$ cat config.mk
export PLATFORM = sky130hd
export DESIGN_NAME = jtag_pair_shifter
export DESIGN_NICKNAME = d
export VERILOG_FILES = /design/src/rtl/jtag_pair_shifter.sv
export SDC_FILE = /design/constraint.sdc
export NUM_CORES = 1
export LEC_CHECK = 0
export ABC_CLOCK_PERIOD_IN_PS = 3400
export BUFFER_PORTS_ARGS = -buffer_cell sky130_fd_sc_hd__buf_2
export CORE_ASPECT_RATIO = 1.2
export CORE_MARGIN = 4
export CORE_UTILIZATION = 55
export CTS_BUF_LIST = sky130_fd_sc_hd__clkbuf_16
export CTS_CLUSTER_DIAMETER = 120
export DETAILED_ROUTE_END_ITERATION = 6
export PLACE_DENSITY = 0.82
export SYNTH_ARGS = -nofsm -noshare
export SYNTH_HDL_FRONTEND = slang
export SYNTH_SLANG_ARGS = --single-unit
$ cat constraint.sdc
create_clock -name clk -period 3.4 [get_ports clk]
set_input_delay 0.17 -clock clk [delete_from_list [all_inputs] [get_ports clk]]
set_output_delay 0.17 -clock clk [all_outputs]
set_load 0.03 [all_outputs]
$ cat src/rtl/jtag_pair_shifter.sv
module jtag_pair_shifter #(
  parameter int NCHAINS = 8,
  parameter int LENW = 12,
  parameter int DLYW = 16,
  localparam int CHW = $clog2(NCHAINS)
) (
  input  logic               clk,
  input  logic               rst_n,
  input  logic               start,
  input  logic [LENW-1:0]    pair_count,
  input  logic               capture,
  input  logic [CHW-1:0]     chain_sel,
  input  logic [DLYW-1:0]    tck_delay,
  input  logic [2:0]         invert,
  input  logic               in_valid,
  input  logic [7:0]         in_data,
  output logic               in_ready,
  output logic               out_valid,
  output logic [7:0]         out_data,
  output logic               busy,
  output logic               done,
  output logic [NCHAINS-1:0] tck_o,
  output logic [NCHAINS-1:0] tms_o,
  output logic [NCHAINS-1:0] tdi_o,
  input  logic [NCHAINS-1:0] tdo_i
);

  typedef enum logic [1:0] {S_IDLE, S_FETCH, S_LOW, S_HIGH} st_t;

  st_t               st;
  logic [LENW-1:0]   left;
  logic [DLYW-1:0]   dly_q, cnt;
  logic [CHW-1:0]    sel_q;
  logic              cap_q;
  logic [7:0]        shreg;
  logic [1:0]        pidx;
  logic [NCHAINS-1:0] tms_q, tdi_q, tck_l;
  logic [7:0]        acc;
  logic [2:0]        bcnt;

  wire       tdo_sel = tdo_i[sel_q];
  wire [1:0] nxt = pidx + 2'd1;
  wire [7:0] acc_nx = acc | ({7'd0, tdo_sel} << bcnt);

  assign in_ready = (st == S_FETCH);
  assign busy = (st != S_IDLE);

  always_ff @(posedge clk or negedge rst_n) begin
    if (!rst_n) begin
      st <= S_IDLE;
      left <= '0;
      dly_q <= '0;
      cnt <= '0;
      sel_q <= '0;
      cap_q <= 1'b0;
      shreg <= '0;
      pidx <= '0;
      tms_q <= '0;
      tdi_q <= '0;
      acc <= '0;
      bcnt <= '0;
      out_valid <= 1'b0;
      out_data <= '0;
      done <= 1'b0;
    end else begin
      done <= 1'b0;
      out_valid <= 1'b0;
      case (st)
        S_IDLE: if (start) begin
          sel_q <= chain_sel;
          dly_q <= tck_delay;
          cap_q <= capture;
          left <= pair_count;
          acc <= '0;
          bcnt <= '0;
          if (pair_count == '0) done <= 1'b1;
          else st <= S_FETCH;
        end
        S_FETCH: if (in_valid) begin
          shreg <= in_data;
          pidx <= '0;
          tms_q[sel_q] <= in_data[1];
          tdi_q[sel_q] <= in_data[0];
          cnt <= dly_q;
          st <= S_LOW;
        end
        S_LOW: if (cnt == '0) begin
          st <= S_HIGH;
          cnt <= dly_q;
          if (cap_q) begin
            if (bcnt == 3'd7 || left == LENW'(1)) begin
              out_data <= acc_nx;
              out_valid <= 1'b1;
              acc <= '0;
              bcnt <= '0;
            end else begin
              acc <= acc_nx;
              bcnt <= bcnt + 3'd1;
            end
          end
        end else cnt <= cnt - DLYW'(1);
        S_HIGH: if (cnt == '0) begin
          left <= left - LENW'(1);
          if (left == LENW'(1)) begin
            st <= S_IDLE;
            done <= 1'b1;
          end else if (pidx == 2'd3) begin
            st <= S_FETCH;
          end else begin
            pidx <= nxt;
            tms_q[sel_q] <= shreg[{nxt, 1'b1}];
            tdi_q[sel_q] <= shreg[{nxt, 1'b0}];
            cnt <= dly_q;
            st <= S_LOW;
          end
        end else cnt <= cnt - DLYW'(1);
        default: st <= S_IDLE;
      endcase
    end
  end

  for (genvar i = 0; i < NCHAINS; i++) begin : g_pin
    assign tck_l[i] = (st == S_HIGH) && (sel_q == CHW'(i));
    assign tck_o[i] = tck_l[i] ^ invert[0];
    assign tms_o[i] = tms_q[i] ^ invert[1];
    assign tdi_o[i] = tdi_q[i] ^ invert[2];

    assert_other_hold_R4: assert property (@(posedge clk) disable iff (!rst_n)
      (busy && $past(busy) && sel_q != CHW'(i)) |-> ($stable(tms_q[i]) && $stable(tdi_q[i]) && !tck_l[i]));
  end

  st_t             st_d;
  logic [DLYW:0]   run_q;
  wire  [DLYW:0]   run = (st == st_d) ? run_q + 1'b1 : (DLYW+1)'(1);
  always_ff @(posedge clk or negedge rst_n) begin
    if (!rst_n) begin
      st_d <= S_IDLE;
      run_q <= '0;
    end else begin
      st_d <= st;
      run_q <= run;
    end
  end

  assert_pins_still_high_R2: assert property (@(posedge clk) disable iff (!rst_n)
    (st == S_HIGH && $past(st == S_HIGH)) |-> ($stable(tms_q) && $stable(tdi_q)));

  assert_high_len_R3: assert property (@(posedge clk) disable iff (!rst_n)
    (st_d == S_HIGH && st != S_HIGH) |-> (run_q == {1'b0, dly_q} + 1'b1));

  assert_low_len_R3: assert property (@(posedge clk) disable iff (!rst_n)
    (st_d == S_LOW && st != S_LOW) |-> (run_q == {1'b0, dly_q} + 1'b1));

  assert_out_at_rise_R6: assert property (@(posedge clk) disable iff (!rst_n)
    out_valid |-> (st == S_HIGH && $past(st == S_LOW)));

  assert_no_out_uncaptured_R8: assert property (@(posedge clk) disable iff (!rst_n)
    out_valid |-> cap_q);

  assert_done_idle_R9: assert property (@(posedge clk) disable iff (!rst_n)
    done |-> (!busy && tck_l == '0) ##1 !done);

endmodule

==> results_dict.tcl, run 1 <==
set metrics [dict create \
    drt-total-wl_um 12900 \
    drive_gt1_share_pct 28.3 \
    cp.required_ns 3.62 \
    ioPinCount 91 \
    grt_start_max_net_pins 76 \
    synthesis.area_sq_mm 0.00550 \
    core_sq_mm 0.00966 \
    worst_slew_pin_slew_ns 0.935 \
    clk_pin_slew_ns 0.07 \
    ant_nets 0 \
    cp_data_arrival_time_ns 2.85 \
    synth_top_area_share_pct 44.1 \
    num_rows 39 \
    gp_congestion 0.934 \
    clk_latency_ns 0.35 \
    leakagePower_nw 2.91 \
    root_buffer "clkbuf_16" \
    timing.critical_path.buf_inv 1 \
    dpl_cell_area_sq_mm 0.00607 \
    synth-edff-count 0 \
    crit_chain "or4_4 > and4b_1 > buf_4 > nand4_1 > a21oi_2 > nor2_1" \
    cap_viol_max_count 0 \
    path_class "register to register" \
    relSlewSlack_pct 37.7 \
    ys_top_cells_by_count "dfrtp_1, nor2_1, mux2_2" \
    slew_viol_final 0 \
    die_w_um 99.3 \
    hold_class "primary input to register" \
    hold_violations 0 \
    syn_inst 551 \
    ys_top_cells_by_area "dfrtp_1, mux2_2, nor2_1" \
    finalSetupTns_ns 0 \
    synth.avg_cell_area_sq_um 9.98 \
    yosysSeqAreaShare_pct 44.1 \
    dpl.hpwl_um 9380 \
    ys.flop_type "dfrtp_1" \
    period_needed_ns 2.63 \
    p_per_area_mw_per_mm2 893 \
    diodes 0 \
    clk_path_buf_depth 2 \
    period_share_pct 77.4 \
    ys_ff_latch 97 \
    synth_top_area_cell "dfrtp_1" \
    r2r_slack_ns 0.77 \
    cts.sinks 97 \
    design_area_sq_mm 0.00638 \
    drt_iter0_drc 335 \
    first_global_vias 4589 \
    final_cells 760 \
    h-tree-depth 3 \
    n_fill_cell 781 \
    utilization_pct 66.0 \
    grt_usage_pct 22.7 \
    placed_cells 743 \
    drc 0 \
    cp_max_fo 13 \
    numCtsBuffers 9 \
    startpoint_type "register" \
    synthArstFlopShare_pct 100 \
    cts_tree "built" \
    rsz0062_at_grt "false" \
    synth.most_common_cell "dfrtp_1" \
    area_growth_syn_to_layout_pct 15.9 \
    numPortBuffers 90 \
    wire_per_inst_um 17.0 \
    dieHeight_um 118 \
    via_count 4670 \
    critPathSlowestCell "or4_4" \
    fin_skew_ns 0.00931 \
    nNetsFinal 698 \
    synth_cell_type_count 55 \
    end_kind "register" \
    initial_core_util_pct 56.9 \
    syn_nets 617 \
    firstDrtPassIters 5 \
    outcome "complete, no violations" \
    via_per_inst 6.14 \
    fmax_ghz 0.380 \
    ir_drop_v 0.000454 \
    antenna_found_initial 0 \
    grt.overflow.total 0 \
    grt_pass1_wl_um 21900 \
    cp_top_family "simple AND/OR/NAND/NOR gates" \
    slowest_delay_ns 0.60 \
    dieArea_sq_mm 0.0117 \
    setup_violations 0 \
    synth.yosys.warnings 0 \
]
[placed cells by master, fill, tap and decap left out, drive strengths merged, types with 11 or more instances in the layout]
cell and n:
buf 104, dfrtp 97, nor2 56, mux2 49, a21oi 26, o21ai 25
inv 23, nor4 20, nand2 20, xor2 20, nor3 19, nand3 19
a31oi 16, mux2i 16, o22ai 12, ha 11
[kinds of logic (layout without fill, tap and decap cells)]
family | after synthesis | in the layout | synth area share, %
compound gates | 120 | 120 | 14.2
xor+xnor | 24 | 24 | 3.82
fa+ha+maj | 11 | 11 | 2.50
buf+inv | 55 | 141 | 4.03
flops | 97 | 97 | 44.1
mux | 69 | 69 | 14.7
simple gates | 175 | 175 | 16.6
[power by group]
part,total (mW),switching [mW],internal [mW],leakage (nW)
clock network,1.03,0.450,0.578,0.148
registers,2.07,0.471,1.60,1.20
logic,2.60,1.50,1.10,1.57
[path summary, 6_finish.rpt]
check	to	cells past startpoint	from
worst max register to register	acc[3]	6	cnt[11]
max in group asynchronous	cnt[4]	3	rst_n
min in group asynchronous	out_data[7]	2	rst_n
worst max-delay path	acc[3]	6	cnt[11]
worst min-delay path	sel_q[1]	2	chain_sel[1]
worst min register to register	out_data[4]	2	out_data[4]
[sequential cells by signal, indices dropped and copies added, names as in the netlist, 2 cells and up]
name	count
cnt	16
tdi_q	8
left	12
out_data	8
pidx	2
dly_q	16
bcnt	3
acc	8
tms_q	8
st	2
sel_q	3
shreg	8
[cell type report]
cell class / count / area, sq um / area share, %
Multi-Input combinational cell: 399 / 2850 / 44.7
Sequential cell: 97 / 2430 / 38.1
Timing Repair Buffer: 105 / 568 / 8.91
Clock buffer: 9 / 225 / 3.53
Tap cell: 123 / 154 / 2.41
Clock inverter: 7 / 76.3 / 1.20
Inverter: 20 / 75.1 / 1.18
[per-stage QoR]
stage / setup slack [ns] / hold WS (ns) / total power, mW
2_1_floorplan: 1.02 / -0.126 / 3.96
3_3_place_gp: 0.900 / 0.363 / 4.52
3_5_place_dp: 0.798 / 0.367 / 4.65
4_1_cts: 0.793 / 0.0447 / 5.70
5_1_grt: 0.609 / 0.0439 / 6.09
6_report: 0.767 / 0.0485 / 5.70
[timing repair]
item / 4_1_cts / 5_1_grt
buffers inserted: 0 / 0
gates resized for setup: 0 / 0
endpoints found under the hold margin: 1 / 0
hold buffers: 1 / 0
[routing by layer]
metal	track usage, %	wire, um	vias to the layer above
li1	-	-	2197
met1	28.3	5140	2274
met2	38.4	6650	176
met3	4.09	821	23
met4	9.65	300	0
met5	0	0	-
No activity file was read; power rests on OpenSTA's default activity.
==> run 2, diff against run 1 <==
--- a/config.mk
+++ b/config.mk
@@ -5,7 +5,7 @@
 export SDC_FILE = /design/constraint.sdc
 export NUM_CORES = 1
 export LEC_CHECK = 0
-export ABC_CLOCK_PERIOD_IN_PS = 3400
+export ABC_CLOCK_PERIOD_IN_PS = 2500
 export BUFFER_PORTS_ARGS = -buffer_cell sky130_fd_sc_hd__buf_2
 export CORE_ASPECT_RATIO = 1.2
 export CORE_MARGIN = 4
==> constraint.sdc (replaced) <==
create_clock -name clk -period 2.5 [get_ports clk]
set_input_delay 0.125 -clock clk [delete_from_list [all_inputs] [get_ports clk]]
set_output_delay 0.125 -clock clk [all_outputs]
set_load 0.03 [all_outputs]
==> results_dict.tcl, run 2 (synthesis results as in run 1) <==
set metrics [dict create \
    utilization_pct 67.9 \
    p_per_area_mw_per_mm2 1200 \
    whs_ns 0.00197 \
    area_growth_syn_to_layout_pct 19.3 \
    slew_viol_final 0 \
    dieArea_sq_mm 0.0117 \
    ir_drop_v 0.000634 \
    gp_congestion 0.904 \
    period_needed_ns 2.47 \
    slowest_delay_ns 0.58 \
    h-tree-depth 3 \
    layout_common_cells "dfrtp_1, buf_2, nor2_1" \
    fmax_ghz 0.405 \
    drt-met1-wl_um 5320 \
    rsz0062_at_grt "true" \
    period_share_pct 98.7 \
    grt_start_max_net_pins 54 \
    path_common_cell "or4_4" \
    setup_violations 0 \
    startpoint_type "register" \
    numCtsBuffers 9 \
    setup_slack_ns 0.0329 \
    grt_pass1_wl_um 21600 \
    drt-total-wl_um 13000 \
    grt_usage_pct 22.6 \
    dpl.hpwl_um 9360 \
    ant_nets 0 \
    drc 0 \
    root_buffer "clkbuf_16" \
    clk_pin_slew_ns 0.07 \
    firstDrtPassIters 5 \
    top_regs "cnt (16), dly_q (16), left (12)" \
    outcome "complete, no violations" \
    hold_violations 0 \
    critPathSlowestCell "or4_4" \
    clk_latency_ns 0.35 \
    nNetsFinal 716 \
    layout_commonest_cell "dfrtp_1" \
    place_ws_ns 0.0137 \
    path_class "register to register" \
    routed.top_layer "met4" \
    ioPinCount 91 \
    initial_core_util_pct 56.9 \
    dpl_cell_area_sq_mm 0.00620 \
    first_global_vias 4526 \
    core_sq_mm 0.00966 \
    hold_class "primary input to register" \
    drt_iter0_drc 251 \
    diodes 0 \
    leakagePower_nw 3.01 \
    crit_chain "or4_4 > and4b_1 > a21oi_4 > or4_4 > mux2_4" \
    via_per_inst 6.06 \
    cts_tree "built" \
    end_kind "register" \
    dieHeight_um 118 \
    wire_per_inst_um 16.7 \
    via_count 4715 \
    numPortBuffers 90 \
    fin_skew_ns 0.0117 \
    cp.required_ns 2.73 \
    cp_data_arrival_time_ns 2.69 \
    design_area_sq_mm 0.00657 \
    grt.overflow.total 0 \
    cts.sinks 97 \
    relSlewSlack_pct 53.3 \
    cp_max_fo 6 \
    drive_gt1_share_pct 29.9 \
    placed_cells 758 \
    clk_path_buf_depth 2 \
    num_rows 39 \
    cap_viol_max_count 0 \
    antenna_found_initial 0 \
    worst_slew_pin_slew_ns 0.700 \
    die_w_um 99.3 \
    routed-wl-met2_um 6590 \
    final_cells 778 \
    wl_met3_um 795 \
]
## run 2: changes by cell type in the layout (fill, tap and decap cells not counted), moves of 2 or more
cell           delta
dlygate4sd3_1     +2
inv_1             +3
buf_4            +13
a21oi_2           -2
buf_12            +2
nor4_1            -2
a21oi_4           +2
nor4_2            +2
## run 2: power breakdown
group / switching [mW] / internal, mW
sequential: 0.575 / 2.18
combinational: 2.14 / 1.64
clock: 0.571 / 0.768
total: 3.28 / 4.59
## run 2: cell type report
| type | count | area, sq um |
|---|---|---|
| Clock buffer | 9 | 225 |
| Tap cell | 123 | 154 |
| Fill cell | 743 | 3100 |
| Sequential cell | 97 | 2430 |
| Timing Repair Buffer | 123 | 737 |
| Multi-Input combinational cell | 399 | 2880 |
| Clock inverter | 7 | 63.8 |
| Inverter | 20 | 75.1 |
## run 2: layer usage
layer / vias to the layer above / track usage [%]
met4: 0 / 8.54
met5: - / 0
met1: 2278 / 28.3
li1: 2239 / -
met2: 171 / 38.4
met3: 27 / 4.39
## run 2: critical path, delay by kind of cell, from the launching register on
family	cells	cell delay [ns]
AOI/OAI and AO/OA	1	0.12
DFF	1	0.44
muxes	1	0.31
and+or+nand+nor	3	1.48
## run 2: repair_timing
item / CTS / global route
resized for setup: 1 / 5
endpoints found under the hold margin: 53 / 1
endpoints found under the setup margin: 2 / 22
hold buffers: 2 / 1
buffers inserted: 0 / 1
## run 2: stage by stage
stage	TNS (ns)	total power [mW]
after floorplan	0	5.38
after global placement	0	6.32
after CTS	0	7.85
final	0	7.88
after detailed placement	0	6.47
after global routing	-0.0539	8.43
## run 2: worst paths after layout
path                                from          end  slack, ns  depth (start not counted)
min reg2reg                       acc[7]  out_data[7]       0.50                          2
max reg2reg                      cnt[11]     tms_q[6]       0.03                          5
max in group asynchronous          rst_n     dly_q[7]       1.44                          3
max                              cnt[11]     tms_q[6]       0.03                          5
min in group asynchronous          rst_n  out_data[7]       0.37                          2
min                        tck_delay[10]    dly_q[10]      0.002                          2
==> run 3, diff against run 2 <==
--- a/config.mk
+++ b/config.mk
@@ -9,11 +9,11 @@
 export BUFFER_PORTS_ARGS = -buffer_cell sky130_fd_sc_hd__buf_2
 export CORE_ASPECT_RATIO = 1.2
 export CORE_MARGIN = 4
-export CORE_UTILIZATION = 55
+export CORE_UTILIZATION = 45
 export CTS_BUF_LIST = sky130_fd_sc_hd__clkbuf_16
 export CTS_CLUSTER_DIAMETER = 120
 export DETAILED_ROUTE_END_ITERATION = 6
-export PLACE_DENSITY = 0.82
+export PLACE_DENSITY = 0.7
 export SYNTH_ARGS = -nofsm -noshare
 export SYNTH_HDL_FRONTEND = slang
 export SYNTH_SLANG_ARGS = --single-unit
==> results_dict.tcl, run 3 (synthesis results as in run 1) <==
set metrics [dict create \
    drt-met1-wl_um 5540 \
    rr_worst_depth 5 \
    cp.required_ns 2.74 \
    routed.top_layer "met4" \
    ant_nets 0 \
    diodes 0 \
    layout_common_cells "dfrtp_1, buf_2, nor2_1" \
    period_needed_ns 2.40 \
    top_regs "cnt (16), dly_q (16), left (12)" \
    drt-total-wl_um 13100 \
    cap_viol_max_count 0 \
    layout_commonest_cell "dfrtp_1" \
    leakagePower_nw 3.04 \
    dieArea_sq_mm 0.0141 \
    h-tree-depth 3 \
    fmax_ghz 0.417 \
    clk_pin_slew_ns 0.07 \
    via_count 4678 \
    clk_latency_ns 0.35 \
    numCtsBuffers 9 \
    routed-wl-met2_um 6520 \
    gp_congestion 0.871 \
    drt_iter0_drc 327 \
    hold_violations 0 \
    path_class "register to register" \
    initial_core_util_pct 45.6 \
    worst_slew_pin_slew_ns 0.615 \
    clk_path_buf_depth 2 \
    first_global_vias 4463 \
    grt_pass1_wl_um 21400 \
    hp-start "in_data[3]" \
    grt.overflow.total 0 \
    area_growth_syn_to_layout_pct 21.1 \
    cts_tree "built" \
    firstDrtPassIters 5 \
    cp_data_arrival_time_ns 2.64 \
    startpoint_type "register" \
    antenna_found_initial 0 \
    ioPinCount 91 \
    drc 0 \
    wire_per_inst_um 16.0 \
    via_per_inst 5.71 \
    r2r_slack_ns 0.1 \
    wl_met3_um 707 \
    grt_start_max_net_pins 53 \
    placed_cells 797 \
    cp_max_fo 6 \
    dieHeight_um 129 \
    p_per_area_mw_per_mm2 1220 \
    reg2reg_from "cnt[11]" \
    finalSetupTns_ns 0 \
    nNetsFinal 719 \
    die_w_um 109 \
    cts.sinks 97 \
    outcome "complete, no violations" \
    utilization_pct 55.3 \
    setup_violations 0 \
    relSlewSlack_pct 59.0 \
    hold_depth 2 \
    slew_viol_final 0 \
    n_fill_cell 1051 \
    hold_class "primary input to register" \
    drive_gt1_share_pct 30.5 \
    end_kind "register" \
    numPortBuffers 90 \
    rr_endpoint "tdi_q[4]" \
    num_rows 44 \
    core_sq_mm 0.0121 \
    grt_usage_pct 18.9 \
    dpl.hpwl_um 9560 \
    fin_skew_ns 0.00762 \
    root_buffer "clkbuf_16" \
    whs_ns 0.00621 \
    total_power_mw 8.15 \
    ir_drop_v 0.000633 \
    period_share_pct 96.0 \
    final_cells 819 \
    hold_path_end "shreg[3]" \
]
run 3: cell count changes in the layout (fill, tap and decap cells not counted), moves of 2 or more:
cell | before | now
clkinv_1 | 0 | 2
inv_1 | 22 | 19
bufinv_16 | 1 | 3
buf_4 | 28 | 33
run 3: worst max-delay path, stage by stage, from the launching register on:
cell and delay, ns:
dfrtp_1 0.44, or4_4 0.58, and4b_1 0.31, a21oi_2 0.12
nor4_1 0.44, mux2_2 0.40
run 3: where the power goes:
group	internal (mW)	total (mW)	switching, mW
clock network	0.978	1.58	0.602
registers	2.18	2.75	0.566
logic	1.67	3.82	2.15
total	4.82	8.15	3.32
run 3: metrics by stage:
stage | cell area, sq um | setup slack, ns
finish | 6660 | 0.0998
global route | 6660 | -0.000415
CTS | 6600 | 0.0691
detailed placement | 6250 | 0.0746
global placement | 6250 | 0.109
floorplan | 5500 | 0.124
run 3: timing repair:
action,in CTS,in global routing
endpoints found under the hold margin,45,1
hold buffers,1,1
gates resized for setup,0,5
endpoints found under the setup margin,0,17
buffers inserted,0,4
run 3: how the worst max path moves through the flow:
stage,cells past startpoint,slack (ns),to,startpoint
3_3_place_gp,5,0.11,tms_q[2],cnt[11]
6_report,5,0.1,tdi_q[4],cnt[11]
4_1_cts,5,0.07,tms_q[2],cnt[11]
2_1_floorplan,7,0.12,tdi_q[6],cnt[10]
3_5_place_dp,5,0.07,tms_q[2],cnt[11]
5_1_grt,9,-0.0004,cnt[7],left[1]
run 3: area by class of cell:
class                           instances  area (sq um)  share of cell area (%)
Multi-Input combinational cell        399          2880                    43.1
Sequential cell                        97          2430                    36.4
Timing Repair Buffer                  126           744                    11.2
Clock buffer                            9           225                    3.38
Tap cell                              161           201                    3.02
Clock inverter                          7           115                    1.73
Inverter                               20          75.1                    1.13
run 3: metal layers:
metal	vias to the layer above	global-route usage, %
met4	0	7.28
met3	22	2.79
met5	-	0
li1	2238	-
met2	138	32.5
met1	2280	23.9
